## src/rtl/sar_pkg.sv

```systemverilog
package sar_pkg;

  // Effective number of bits for a short-cycle request.
  function automatic int eff_bits(input int req, input int res);
    if (req == 0 || req > res) return res;
    return req;
  endfunction

  // Index of the last bit decided in a conversion of n bits.
  function automatic int last_index(input int n, input int res);
    return res - n;
  endfunction

  // Trial bit is kept when the DAC is not above the input.
  function automatic logic keep_bit(input logic dac_above);
    return ~dac_above;
  endfunction

endpackage

```

## src/rtl/sar_sync.sv

```systemverilog
module sar_sync #(
  parameter int STAGES = 2
) (
  input  logic clk,
  input  logic rst_n,
  input  logic d_i,
  output logic q_o
);
  logic [STAGES-1:0] chain_q;

  always_ff @(posedge clk or negedge rst_n) begin
    if (!rst_n) chain_q <= '0;
    else        chain_q <= {chain_q[STAGES-2:0], d_i};
  end

  assign q_o = chain_q[STAGES-1];
endmodule

```

## src/rtl/sar_step_gen.sv

```systemverilog
module sar_step_gen #(
  parameter int HALF_DIV = 4
) (
  input  logic clk,
  input  logic rst_n,
  input  logic use_ext_i,
  input  logic ext_lvl_i,
  output logic clk_o,
  output logic step_o
);
  localparam int DW = (HALF_DIV > 1) ? $clog2(HALF_DIV) : 1;

  logic [DW-1:0] div_q;
  logic          int_lvl_q;
  logic          sel_lvl;
  logic          clk_q;

  always_ff @(posedge clk or negedge rst_n) begin
    if (!rst_n) begin
      div_q     <= '0;
      int_lvl_q <= 1'b0;
    end else if (div_q == DW'(HALF_DIV - 1)) begin
      div_q     <= '0;
      int_lvl_q <= ~int_lvl_q;
    end else begin
      div_q <= div_q + 1'b1;
    end
  end

  assign sel_lvl = use_ext_i ? ext_lvl_i : int_lvl_q;

  always_ff @(posedge clk or negedge rst_n) begin
    if (!rst_n) clk_q <= 1'b0;
    else        clk_q <= sel_lvl;
  end

  assign clk_o  = clk_q;
  assign step_o = sel_lvl & ~clk_q;
endmodule

```

## src/rtl/sar_core.sv

```systemverilog
module sar_core
  import sar_pkg::*;
#(
  parameter int RES = 12,
  parameter int CW  = 4
) (
  input  logic           clk,
  input  logic           rst_n,
  input  logic           clear_i,
  input  logic           start_i,
  input  logic           step_i,
  input  logic           cmp_i,
  input  logic [CW-1:0]  short_i,
  output logic [RES-1:0] dac_o,
  output logic [RES-1:0] res_o,
  output logic           busy_o,
  output logic           ser_o,
  output logic           ser_n_o
);
  localparam int IW = (RES > 1) ? $clog2(RES) : 1;
  localparam logic [RES-1:0] MSB_ONLY = {1'b1, {(RES-1){1'b0}}};

  logic [RES-1:0] dac_q, res_q;
  logic [IW-1:0]  idx_q, last_q, last_calc, idx_m1;
  logic           busy_q, ser_q, ser_n_q;
  logic           bit_val;
  logic           at_last;

  assign last_calc = IW'(last_index(eff_bits(int'(short_i), RES), RES));
  assign idx_m1    = idx_q - 1'b1;
  assign bit_val   = keep_bit(cmp_i);
  assign at_last   = (idx_q == last_q);

  always_ff @(posedge clk or negedge rst_n) begin
    if (!rst_n) begin
      dac_q   <= '0;
      res_q   <= '0;
      idx_q   <= '0;
      last_q  <= '0;
      busy_q  <= 1'b0;
      ser_q   <= 1'b0;
      ser_n_q <= 1'b1;
    end else if (clear_i) begin
      dac_q   <= '0;
      res_q   <= '0;
      busy_q  <= 1'b0;
      ser_q   <= 1'b0;
      ser_n_q <= 1'b1;
    end else if (start_i) begin
      dac_q  <= MSB_ONLY;
      res_q  <= '0;
      idx_q  <= IW'(RES - 1);
      last_q <= last_calc;
      busy_q <= 1'b1;
    end else if (step_i && busy_q) begin
      dac_q[idx_q] <= bit_val;
      res_q[idx_q] <= bit_val;
      ser_q        <= bit_val;
      ser_n_q      <= ~bit_val;
      if (at_last) begin
        busy_q <= 1'b0;
      end else begin
        dac_q[idx_m1] <= 1'b1;
        idx_q         <= idx_m1;
      end
    end
  end

  assign dac_o   = dac_q;
  assign res_o   = res_q;
  assign busy_o  = busy_q;
  assign ser_o   = ser_q;
  assign ser_n_o = ser_n_q;
endmodule

```

## src/rtl/sar_conv_ctrl.sv

```systemverilog
module sar_conv_ctrl #(
  parameter  int RES      = 12,
  parameter  int HALF_DIV = 4,
  localparam int CW       = $clog2(RES + 1)
) (
  input  logic           clk,
  input  logic           rst_n,
  input  logic           conv_i,
  input  logic           use_ext_i,
  input  logic           ext_clk_i,
  output logic           clk_o,
  input  logic           cmp_i,
  input  logic [CW-1:0]  short_i,
  input  logic           twos_i,
  output logic [RES-1:0] dac_o,
  output logic [RES-1:0] par_o,
  output logic           eoc_o,
  output logic           ser_o,
  output logic           ser_n_o
);
  logic conv_s, conv_prev_q;
  logic conv_rise, conv_fall;
  logic ext_s;
  logic step;
  logic [RES-1:0] res_raw;

  sar_sync #(.STAGES(2)) u_conv_sync (
    .clk(clk), .rst_n(rst_n), .d_i(conv_i), .q_o(conv_s)
  );

  sar_sync #(.STAGES(2)) u_ext_sync (
    .clk(clk), .rst_n(rst_n), .d_i(ext_clk_i), .q_o(ext_s)
  );

  always_ff @(posedge clk or negedge rst_n) begin
    if (!rst_n) conv_prev_q <= 1'b0;
    else        conv_prev_q <= conv_s;
  end

  assign conv_rise = conv_s & ~conv_prev_q;
  assign conv_fall = ~conv_s & conv_prev_q;

  sar_step_gen #(.HALF_DIV(HALF_DIV)) u_step (
    .clk(clk), .rst_n(rst_n), .use_ext_i(use_ext_i),
    .ext_lvl_i(ext_s), .clk_o(clk_o), .step_o(step)
  );

  sar_core #(.RES(RES), .CW(CW)) u_core (
    .clk(clk), .rst_n(rst_n), .clear_i(conv_rise), .start_i(conv_fall),
    .step_i(step), .cmp_i(cmp_i), .short_i(short_i), .dac_o(dac_o),
    .res_o(res_raw), .busy_o(eoc_o), .ser_o(ser_o), .ser_n_o(ser_n_o)
  );

  assign par_o = {res_raw[RES-1] ^ twos_i, res_raw[RES-2:0]};
endmodule

```

## config.mk

```make
export PLATFORM = sky130hd
export DESIGN_NAME = sar_conv_ctrl
export DESIGN_NICKNAME = d
export VERILOG_FILES = /design/src/rtl/sar_pkg.sv /design/src/rtl/sar_sync.sv /design/src/rtl/sar_step_gen.sv /design/src/rtl/sar_core.sv /design/src/rtl/sar_conv_ctrl.sv
export SDC_FILE = /design/constraint.sdc
export NUM_CORES = 1
export LEC_CHECK = 0
export BUFFER_PORTS_ARGS = -buffer_cell sky130_fd_sc_hd__buf_2
export CORE_ASPECT_RATIO = 0.5
export CORE_MARGIN = 2
export CORE_UTILIZATION = 61
export DETAILED_ROUTE_END_ITERATION = 6
export PLACE_DENSITY = 0.82
export SKIP_LAST_GASP = 1
export SLEW_MARGIN = 20
export SYNTH_ARGS = -nofsm -noshare
export SYNTH_HDL_FRONTEND = slang
export SYNTH_SLANG_ARGS = --single-unit
```

## constraint.sdc

```tcl
create_clock -name clk -period 3.55 [get_ports clk]
set_input_delay 0.71 -clock clk [delete_from_list [all_inputs] [get_ports clk]]
set_output_delay 0.71 -clock clk [all_outputs]
set_load 0.02 [all_outputs]
```

==> impl_metrics.yaml, run 1 <==
global_routing:
  grt_usage_pct: 24.50
  grt_max_degree: 45
  overflow: 0
  antenna_found_initial: 0
  grt_pass1_vias: 1831
  grt_pass1_wl_mm: 8.756
setup_path:
  criticalPathCategory: "reg2reg"
  crit_slowest_cell: "or2_1"
  critPathLaunchType: "flop"
  r2r_start: "u_conv_sync.chain_q[1]"
  startpoint: "u_conv_sync.chain_q[1]"
  reg2reg_to: "u_core.dac_o[6]"
  cp_cell_sequence: "inv_1 -> ha_1 -> or2_1 -> nor3_4 -> nand3_1 -> o221ai_1"
  crit_arrival_ns: 2.38
  cpPeakStageDelay_ns: 0.46
  endpoint_kind: "flop"
  cp_max_fo: 16
  ff2ff_path_depth: 6
  r2r_slack_ns: 1.39
  worstPathRequired_ns: 3.78
min_path:
  hp-start: "u_conv_sync.chain_q[0]"
  hold_path_depth: 0
  min_delay_worst_endpoint: "u_conv_sync.chain_q[1]"
  min_path_type: "reg2reg"
yosys:
  synth-seq-cells: 44
  async_flop_share_pct: 100.0
  synth.cell_area_um2: 2454
  yosysTopAreaCellShare_pct: 43.86
  synth-edff-count: 0
  netlist_instances: 242
  avgSynthCellArea_um2: 10.14
  synth.distinct_cells: 52
  syn_nets: 263
  synth.yosys.seq_area_share_pct: 44.93
  synth_area_leaders: "dfrtp_1, ha_1, o211ai_1"
  synth_ff_type: "dfrtp_1"
  synth_warnings: 0
  yosysTopAreaCell: "dfrtp_1"
clocking:
  worstSkewPairLatency_ns: 0.31
  post_cts_resize_count: 0
  cts_buffers: 5
  clk_path_buf_depth: 2
  clock-sinks: 44
  cts_tree: "built"
  cts_root_buffer: "clkbuf_8"
  path_clk_slew_ns: 0.09
  cts_hold_buf: 0
  cts_setup_buffers: 0
  h-tree-depth: 2
placed_design:
  placed_cells: 309
  place_area_um2: 2545
  gp_congestion: 0.8837
  port_buffers: 38
  dp_hpwl_mm: 3.571
  place_ws_ns: 1.347
sta:
  relSlewSlack_pct: 36.09
  hold_violations: 0
  tns_ns: 0
  min_period_ns: 2.156
  slew_violations: 0
  fin_skew_ns: 0.01099
  fin_hold_ws_ns: 0.3565
  setup_slack_ns: 1.394
  timing.final.crit_share_pct: 60.73
  worst_pin_slew_ns: 0.9586
  fmax_mhz: 463.9
  setup_violations: 0
  grt_setup_unrepaired: "false"
route:
  wirelength_mm: 5.109
  drtIter0Drc: 89
  vias: 1957
  via_per_inst: 6.174
  ant_nets: 0
  dr.pass1.iters: 5
  drc: 0
  routedWlPerCell_um: 16.12
floorplan:
  io_pins: 39
  fp.dieW_um: 93.69
  core_area_um2: 3884
  row_count: 16
  die_h_um: 48.85
  die_area_um2: 4576
  initial_core_util_pct: 63.18
pwr:
  p_per_area_nw_per_um2: 600.0
  ir_worst_vdd_v: 0.0003724
  leakagePower_nw: 1.240
cells_and_area:
  ff_latch_area_um2: 1102
  final_cells: 317
  multi_input_area_um2: 1145
  fillCellCount: 287
  antenna_cells: 0
  final_cell_mix: "dfrtp_1, buf_2, nand2_1, o21ai_0, a21oi_1"
  finalNetCount: 283
  final_common_cell: "dfrtp_1"
  area_growth_pct: 8.414
  drive_above_1_share_pct: 23.57
  stdcell_area_um2: 2660
job:
  maxCapViolations: 0
status:
  status: "finished, final reports clean"
synth_stat cells (2+ instances only):
library cell and count:
mux2i_1 4, o21ai_0 20, a211oi_1 4, o221ai_1 7, and4_1 2, buf_6 3, nand3_1 4, a41o_1 3
buf_1 2, nand2_1 21, ha_1 10, o211ai_1 14, mux2_2 4, buf_4 12, nor2b_1 2, o21ai_1 3
clkbuf_1 4, nand3b_1 2, a21oi_1 17, xnor2_1 5, xor2_1 4, dfrtp_1 43, inv_1 9, nor2_1 12
buf_2 4
worst max-delay path, delay by kind of cell (launching register included):
family                   cells  cell delay, ns
flip-flops                   1            0.38
buffers and inverters        1            0.06
adder cells (fa/ha/maj)      1            0.38
AND/OR/NAND/NOR              3            0.99
AO/OA/AOI/OAI                1            0.27
kinds of logic after synthesis:
group,Yosys count,synth area share (%)
xor+xnor,9,3.212
compound gates,79,22.13
flops,44,44.93
buf+inv,35,8.414
simple gates,56,12.19
fa+ha+maj,10,5.099
mux,9,4.028
routing by layer:
layer,GRT usage [%],up-vias,wire length (µm)
met1,34.43,965,2333
met2,39.05,74,2350
met4,5.072,0,52
met3,6.337,10,372
li1,-,908,-
met5,0,-,0
state kept, by name, summed over array words and instances, names as in the netlist, 2 cells and up:
| register | count |
|---|---|
| u_ext_sync.chain_q | 2 |
| u_conv_sync.chain_q | 2 |
| u_core.idx_q | 4 |
| u_core.dac_o | 12 |
| u_core.res_o | 12 |
| u_step.div_q | 2 |
| u_core.last_q | 4 |
through the flow:
step | utilization [%] | power, mW
after floorplan | - | 1.067
after global placement | 65.53 | 1.178
after detailed placement | 65.53 | 1.201
after CTS | 68.49 | 1.594
after global routing | 68.49 | 1.687
final | 68.49 | 1.596
power by group:
part           total, mW  internal [mW]  switching (mW)  leakage [nW]
logic              0.532          0.198           0.334         0.618
registers          0.667          0.574          0.0929         0.566
clock network      0.397          0.212           0.185        0.0548
total               1.60          0.984           0.612          1.24
cell type report:
class | instances | area share (%)
tap | 54 | 2.540
clock buffer | 5 | 2.587
timing repair buffer | 38 | 7.150
sequential | 44 | 41.44
clock inverter | 3 | 1.740
inverter | 10 | 1.505
multi-input combinational | 163 | 43.04
worst max-delay path by stage:
stage | depth (start not counted) | endpoint
final | 6 | u_core.dac_o[6]
after CTS | 6 | u_core.dac_o[7]
after detailed placement | 6 | u_core.busy_o
after floorplan | 6 | u_core.dac_o[0]
after global placement | 6 | u_core.busy_o
after global routing | 6 | u_core.dac_o[5]
Power figures use the tool's default switching activity.
==> inputs of run 2 (changes only) <==
--- a/config.mk
+++ b/config.mk
@@ -8,9 +8,9 @@
 export BUFFER_PORTS_ARGS = -buffer_cell sky130_fd_sc_hd__buf_2
 export CORE_ASPECT_RATIO = 0.5
 export CORE_MARGIN = 2
-export CORE_UTILIZATION = 61
+export CORE_UTILIZATION = 56
 export DETAILED_ROUTE_END_ITERATION = 6
-export PLACE_DENSITY = 0.82
+export PLACE_DENSITY = 0.76
 export SKIP_LAST_GASP = 1
 export SLEW_MARGIN = 20
 export SYNTH_ARGS = -nofsm -noshare
==> constraint.sdc (replaced) <==
create_clock -name clk -period 2 [get_ports clk]
set_input_delay 0.4 -clock clk [delete_from_list [all_inputs] [get_ports clk]]
set_output_delay 0.4 -clock clk [all_outputs]
set_load 0.02 [all_outputs]
==> run 2 against run 1 <==
Net effect:
- clock power is 88% higher
- sequential share of layout area is 1.5 points lower
- design area is 3.8% higher
- critical path depth is 1 lower
- utilization is 0.21 points lower
- via count is 1.4% lower
- hold slack worse by 0.19 ns
- wire length is 1.0% higher
- global-route usage is 1.1 points lower
- first-iteration DRC count is 36% higher
- die area is 8.4% higher
- critical endpoint unchanged
- highest routed layer unchanged
==> impl_metrics.yaml, run 2 (synthesis gave the netlist of run 1 again) <==
status:
  status: "finished, final reports clean"
route:
  drc: 0
  routedWlPerCell_um: 15.68
  vias: 1929
  wirelength_mm: 5.160
  dr.pass1.iters: 4
  via_per_inst: 5.863
  ant_nets: 0
  drtIter0Drc: 121
floorplan:
  core_area_um2: 4044
  io_pins: 39
  die_area_um2: 4959
  initial_core_util_pct: 60.67
  die_h_um: 50.81
  fp.dieW_um: 97.61
  row_count: 16
cells_and_area:
  ff_latch_area_um2: 1102
  area_growth_pct: 12.54
  stdcell_area_um2: 2761
  final_cells: 329
  antenna_cells: 0
  final_common_cell: "dfrtp_1"
  fillCellCount: 315
  multi_input_area_um2: 1145
  fin_util_pct: 68.29
  drive_above_1_share_pct: 26.91
  finalNetCount: 295
  final_cell_mix: "dfrtp_1, buf_2, nand2_1, o21ai_0, a21oi_1"
clocking:
  cts_hold_buf: 0
  clock-sinks: 44
  clk_path_buf_depth: 2
  cts_tree: "built"
  h-tree-depth: 2
  cts_buffers: 5
  cts_setup_buffers: 0
  cts_root_buffer: "clkbuf_8"
  post_cts_resize_count: 0
  path_clk_slew_ns: 0.08
  worstSkewPairLatency_ns: 0.30
placed_design:
  gp_congestion: 0.8720
  dp_hpwl_mm: 3.679
  placed_cells: 321
  port_buffers: 38
  place_area_um2: 2635
  place_ws_ns: 0.2184
setup_path:
  crit_end: "u_core.dac_o[6]"
  criticalPathCategory: "reg2reg"
  ff2ff_path_depth: 5
  endpoint_kind: "flop"
  r2r_start: "u_core.idx_q[1]"
  crit_arrival_ns: 2.00
  reg2reg_to: "u_core.dac_o[6]"
  startpoint: "u_core.idx_q[1]"
  worstPathRequired_ns: 2.21
  cp_max_fo: 9
  critPathLaunchType: "flop"
  r2r_slack_ns: 0.21
sta:
  hold_violations: 0
  grt_setup_unrepaired: "false"
  tns_ns: 0
  relSlewSlack_pct: 61.30
  slew_violations: 0
  setup_slack_ns: 0.2083
  setup_violations: 0
  timing.final.crit_share_pct: 89.59
  fmax_mhz: 558.1
  fin_skew_ns: 0.005477
  worst_pin_slew_ns: 0.5806
  min_period_ns: 1.792
pwr:
  p_per_area_nw_per_um2: 1062
  comb_power_share_pct: 34.9
  p_clk_share_pct: 25.4
  ir_worst_vdd_v: 0.0004740
  p_sw_share_pct: 36.64
  intPower_mw: 1.857
  seq_power_share_pct: 39.7
  leakagePower_nw: 1.306
  switchingPower_mw: 1.074
job:
  maxCapViolations: 0
global_routing:
  grt_pass1_vias: 1908
  grt_pass1_wl_mm: 9.108
  antenna_found_initial: 0
  grt_max_degree: 45
  overflow: 0
  grt_usage_pct: 23.42
min_path:
  min_path_type: "in2async"
run 2: changes by cell type in the layout (fill, tap and decap cells not counted):
cell,before,now
inv_6,1,0
buf_4,0,12
clkinvlp_4,1,0
clkbuf_8,5,7
run 2: worst min path at each step:
stage | from | endpoint | slack (ns) | depth (start not counted)
final | rst_n | u_core.last_q[0] | 0.16 | 2
after global routing | ext_clk_i | u_ext_sync.chain_q[0] | 0.19 | 1
after global placement | u_ext_sync.chain_q[0] | u_ext_sync.chain_q[1] | 0.33 | 0
after floorplan | rst_n | conv_prev_q | 0.10 | 0
after CTS | rst_n | u_core.last_q[0] | 0.19 | 2
after detailed placement | u_conv_sync.chain_q[0] | u_conv_sync.chain_q[1] | 0.34 | 0
run 2: final cells by class:
cell class / instances / share of cell area [%]
Multi-Input combinational cell: 163 / 41.46
Timing Repair Buffer: 50 / 10.15
Inverter: 10 / 1.450
Sequential cell: 44 / 39.92
Tap cell: 54 / 2.447
Clock inverter: 1 / 1.087
Clock buffer: 7 / 3.489
run 2: per-layer routing:
layer	vias to the layer above	wire length, µm	track usage [%]
met5	-	0	0
met4	0	39	7.407
met3	6	292	5.292
met2	51	2262	34.60
met1	934	2564	34.40
li1	938	-	-
run 2: power groups by stage:
stage                     Clock, mW  Sequential (mW)  Combinational (mW)
after floorplan                   0             1.21               0.684
after global placement            0             1.17               0.983
after detailed placement          0             1.18                1.01
after CTS                     0.756             1.16                1.02
after global routing          0.800             1.19                1.13
final                         0.745             1.16                1.02
run 2: critical path, cell delays in order (launching register included):
cell      delay, ns
dfrtp_1        0.50
inv_1          0.20
ha_1           0.35
xor2_1         0.21
nand3_1        0.20
o221ai_1       0.25
run 2: through the flow:
| stage | power [mW] | hold slack, ns |
|---|---|---|
| final | 2.931 | 0.1628 |
| after global routing | 3.117 | 0.1910 |
| after CTS | 2.939 | 0.1891 |
| after detailed placement | 2.188 | 0.3379 |
| after global placement | 2.156 | 0.3322 |
| after floorplan | 1.893 | 0.1044 |
==> inputs of run 3 (changes only) <==
--- a/config.mk
+++ b/config.mk
@@ -8,9 +8,9 @@
 export BUFFER_PORTS_ARGS = -buffer_cell sky130_fd_sc_hd__buf_2
 export CORE_ASPECT_RATIO = 0.5
 export CORE_MARGIN = 2
-export CORE_UTILIZATION = 56
+export CORE_UTILIZATION = 45
 export DETAILED_ROUTE_END_ITERATION = 6
-export PLACE_DENSITY = 0.76
+export PLACE_DENSITY = 0.63
 export SKIP_LAST_GASP = 1
 export SLEW_MARGIN = 20
 export SYNTH_ARGS = -nofsm -noshare
==> run 3 against run 2 <==
Net effect:
- hold slack improved by 0.012 ns
- wire length barely moved
- combinational power hardly changed
- largest power group unchanged
==> impl_metrics.yaml, run 3 (synthesis gave the netlist of run 1 again) <==
floorplan:
  io_pins: 39
  core_area_um2: 5090
  die_h_um: 56.22
  row_count: 18
  fp.dieW_um: 108.4
  die_area_um2: 6095
  initial_core_util_pct: 48.21
sta:
  slew_violations: 0
  fin_hold_ws_ns: 0.1750
  hold_violations: 0
  setup_slack_ns: 0.1430
  timing.final.crit_share_pct: 92.85
  tns_ns: 0
  min_period_ns: 1.857
  fmax_mhz: 538.5
  relSlewSlack_pct: 61.98
  fin_skew_ns: 0.008027
  worst_pin_slew_ns: 0.5702
  grt_setup_unrepaired: "false"
  setup_violations: 0
route:
  vias: 1937
  ant_nets: 0
  routedWlPerCell_um: 15.01
  via_per_inst: 5.631
  drc: 0
  drtIter0Drc: 125
  wirelength_mm: 5.165
  dr.pass1.iters: 4
cells_and_area:
  drive_above_1_share_pct: 26.64
  final_common_cell: "dfrtp_1"
  final_cell_mix: "dfrtp_1, buf_2, nand2_1, o21ai_0, a21oi_1"
  area_growth_pct: 12.85
  fin_util_pct: 54.40
  antenna_cells: 0
  finalNetCount: 294
clocking:
  worstSkewPairLatency_ns: 0.30
  clock-sinks: 44
  cts_buffers: 5
  post_cts_resize_count: 0
  h-tree-depth: 2
  cts_hold_buf: 0
  cts_setup_buffers: 0
  path_clk_slew_ns: 0.08
  cts_tree: "built"
  cts_root_buffer: "clkbuf_8"
  clk_path_buf_depth: 2
setup_path:
  worstPathRequired_ns: 2.20
  cp_cell_sequence: "inv_1 -> ha_1 -> xor2_1 -> nand3b_1 -> o221ai_1"
  criticalPathCategory: "reg2reg"
  r2r_start: "u_core.idx_q[0]"
  cpPeakStageDelay_ns: 0.55
  crit_arrival_ns: 2.06
  r2r_slack_ns: 0.14
  cp_max_fo: 11
  crit_family: "flip-flops"
  endpoint_kind: "flop"
  reg2reg_to: "u_core.dac_o[0]"
  critPathLaunchType: "flop"
  crit_slowest_cell: "dfrtp_1"
  crit_buf_inv: 1
  ff2ff_path_depth: 5
pwr:
  p_sw_share_pct: 37.00
  leakagePower_nw: 1.299
  seq_power_share_pct: 40.0
  ir_worst_vdd_v: 0.0003761
  p_per_area_nw_per_um2: 1041
  switchingPower_mw: 1.066
  p_clk_share_pct: 24.9
  intPower_mw: 1.815
  comb_power_share_pct: 35.1
global_routing:
  grt_usage_pct: 18.19
  overflow: 0
  antenna_found_initial: 0
  grt_pass1_vias: 1697
  grt_max_degree: 45
  grt_pass1_wl_mm: 8.680
status:
  status: "finished, final reports clean"
placed_design:
  place_ws_ns: 0.1610
  gp_congestion: 0.8062
  dp_hpwl_mm: 3.752
  port_buffers: 38
job:
  maxCapViolations: 0
min_path:
  min_path_type: "in2async"
run 3: cell count changes in the layout (fill, tap and decap cells not counted), sizes merged:
cell / previous run / this run
buf: 50 / 49
clkbuf: 7 / 6
clkinv: 0 / 1
run 3: stage by stage:
step / instances / instance area (µm²) / power (mW)
finish: 344 / 2769 / 2.881
detailed placement: 336 / 2648 / 2.180
global route: 344 / 2769 / 3.074
CTS: 344 / 2769 / 2.904
global placement: 336 / 2648 / 2.159
floorplan: 242 / 2454 / 1.893
run 3: how the worst max path moves through the flow:
stage	start	cells after the start	end	slack [ns]
after floorplan	u_conv_sync.chain_q[1]	7	u_core.dac_o[6]	0.30
after global placement	u_core.idx_q[0]	4	u_core.dac_o[11]	0.21
after detailed placement	u_core.idx_q[0]	5	u_core.dac_o[0]	0.16
after CTS	u_core.idx_q[0]	5	u_core.dac_o[0]	0.13
after global routing	u_core.idx_q[0]	5	u_core.dac_o[0]	0.002
final	u_core.idx_q[0]	5	u_core.dac_o[0]	0.14
run 3: power by group through the flow:
stage               logic [mW]  registers (mW)  clock network (mW)
floorplan                0.684            1.21                   0
global placement         0.998            1.16                   0
detailed placement        1.01            1.17                   0
CTS                       1.02            1.15               0.735
global route              1.12            1.18               0.774
finish                    1.01            1.15               0.718
run 3: metal layers:
layer / wire, µm / global-route usage (%)
met5: 0 / 0
met4: 46 / 4.396
met3: 390 / 4.918
met2: 2222 / 25.18
met1: 2505 / 27.77
run 3: worst reg2reg max path, cell delays in order, from the launching register on:
cell and delay, ns:
dfrtp_1 0.55, inv_1 0.16, ha_1 0.33, xor2_1 0.18, nand3b_1 0.30, o221ai_1 0.24
run 3: layout make-up:
type / count / area [µm²]
clock buffer: 6 / 82.58
clock inverter: 2 / 38.79
fill: 468 / 2321
inverter: 10 / 40.04
multi-input combinational: 163 / 1145
sequential: 44 / 1102
tap: 70 / 87.58
timing repair buffer: 49 / 272.8
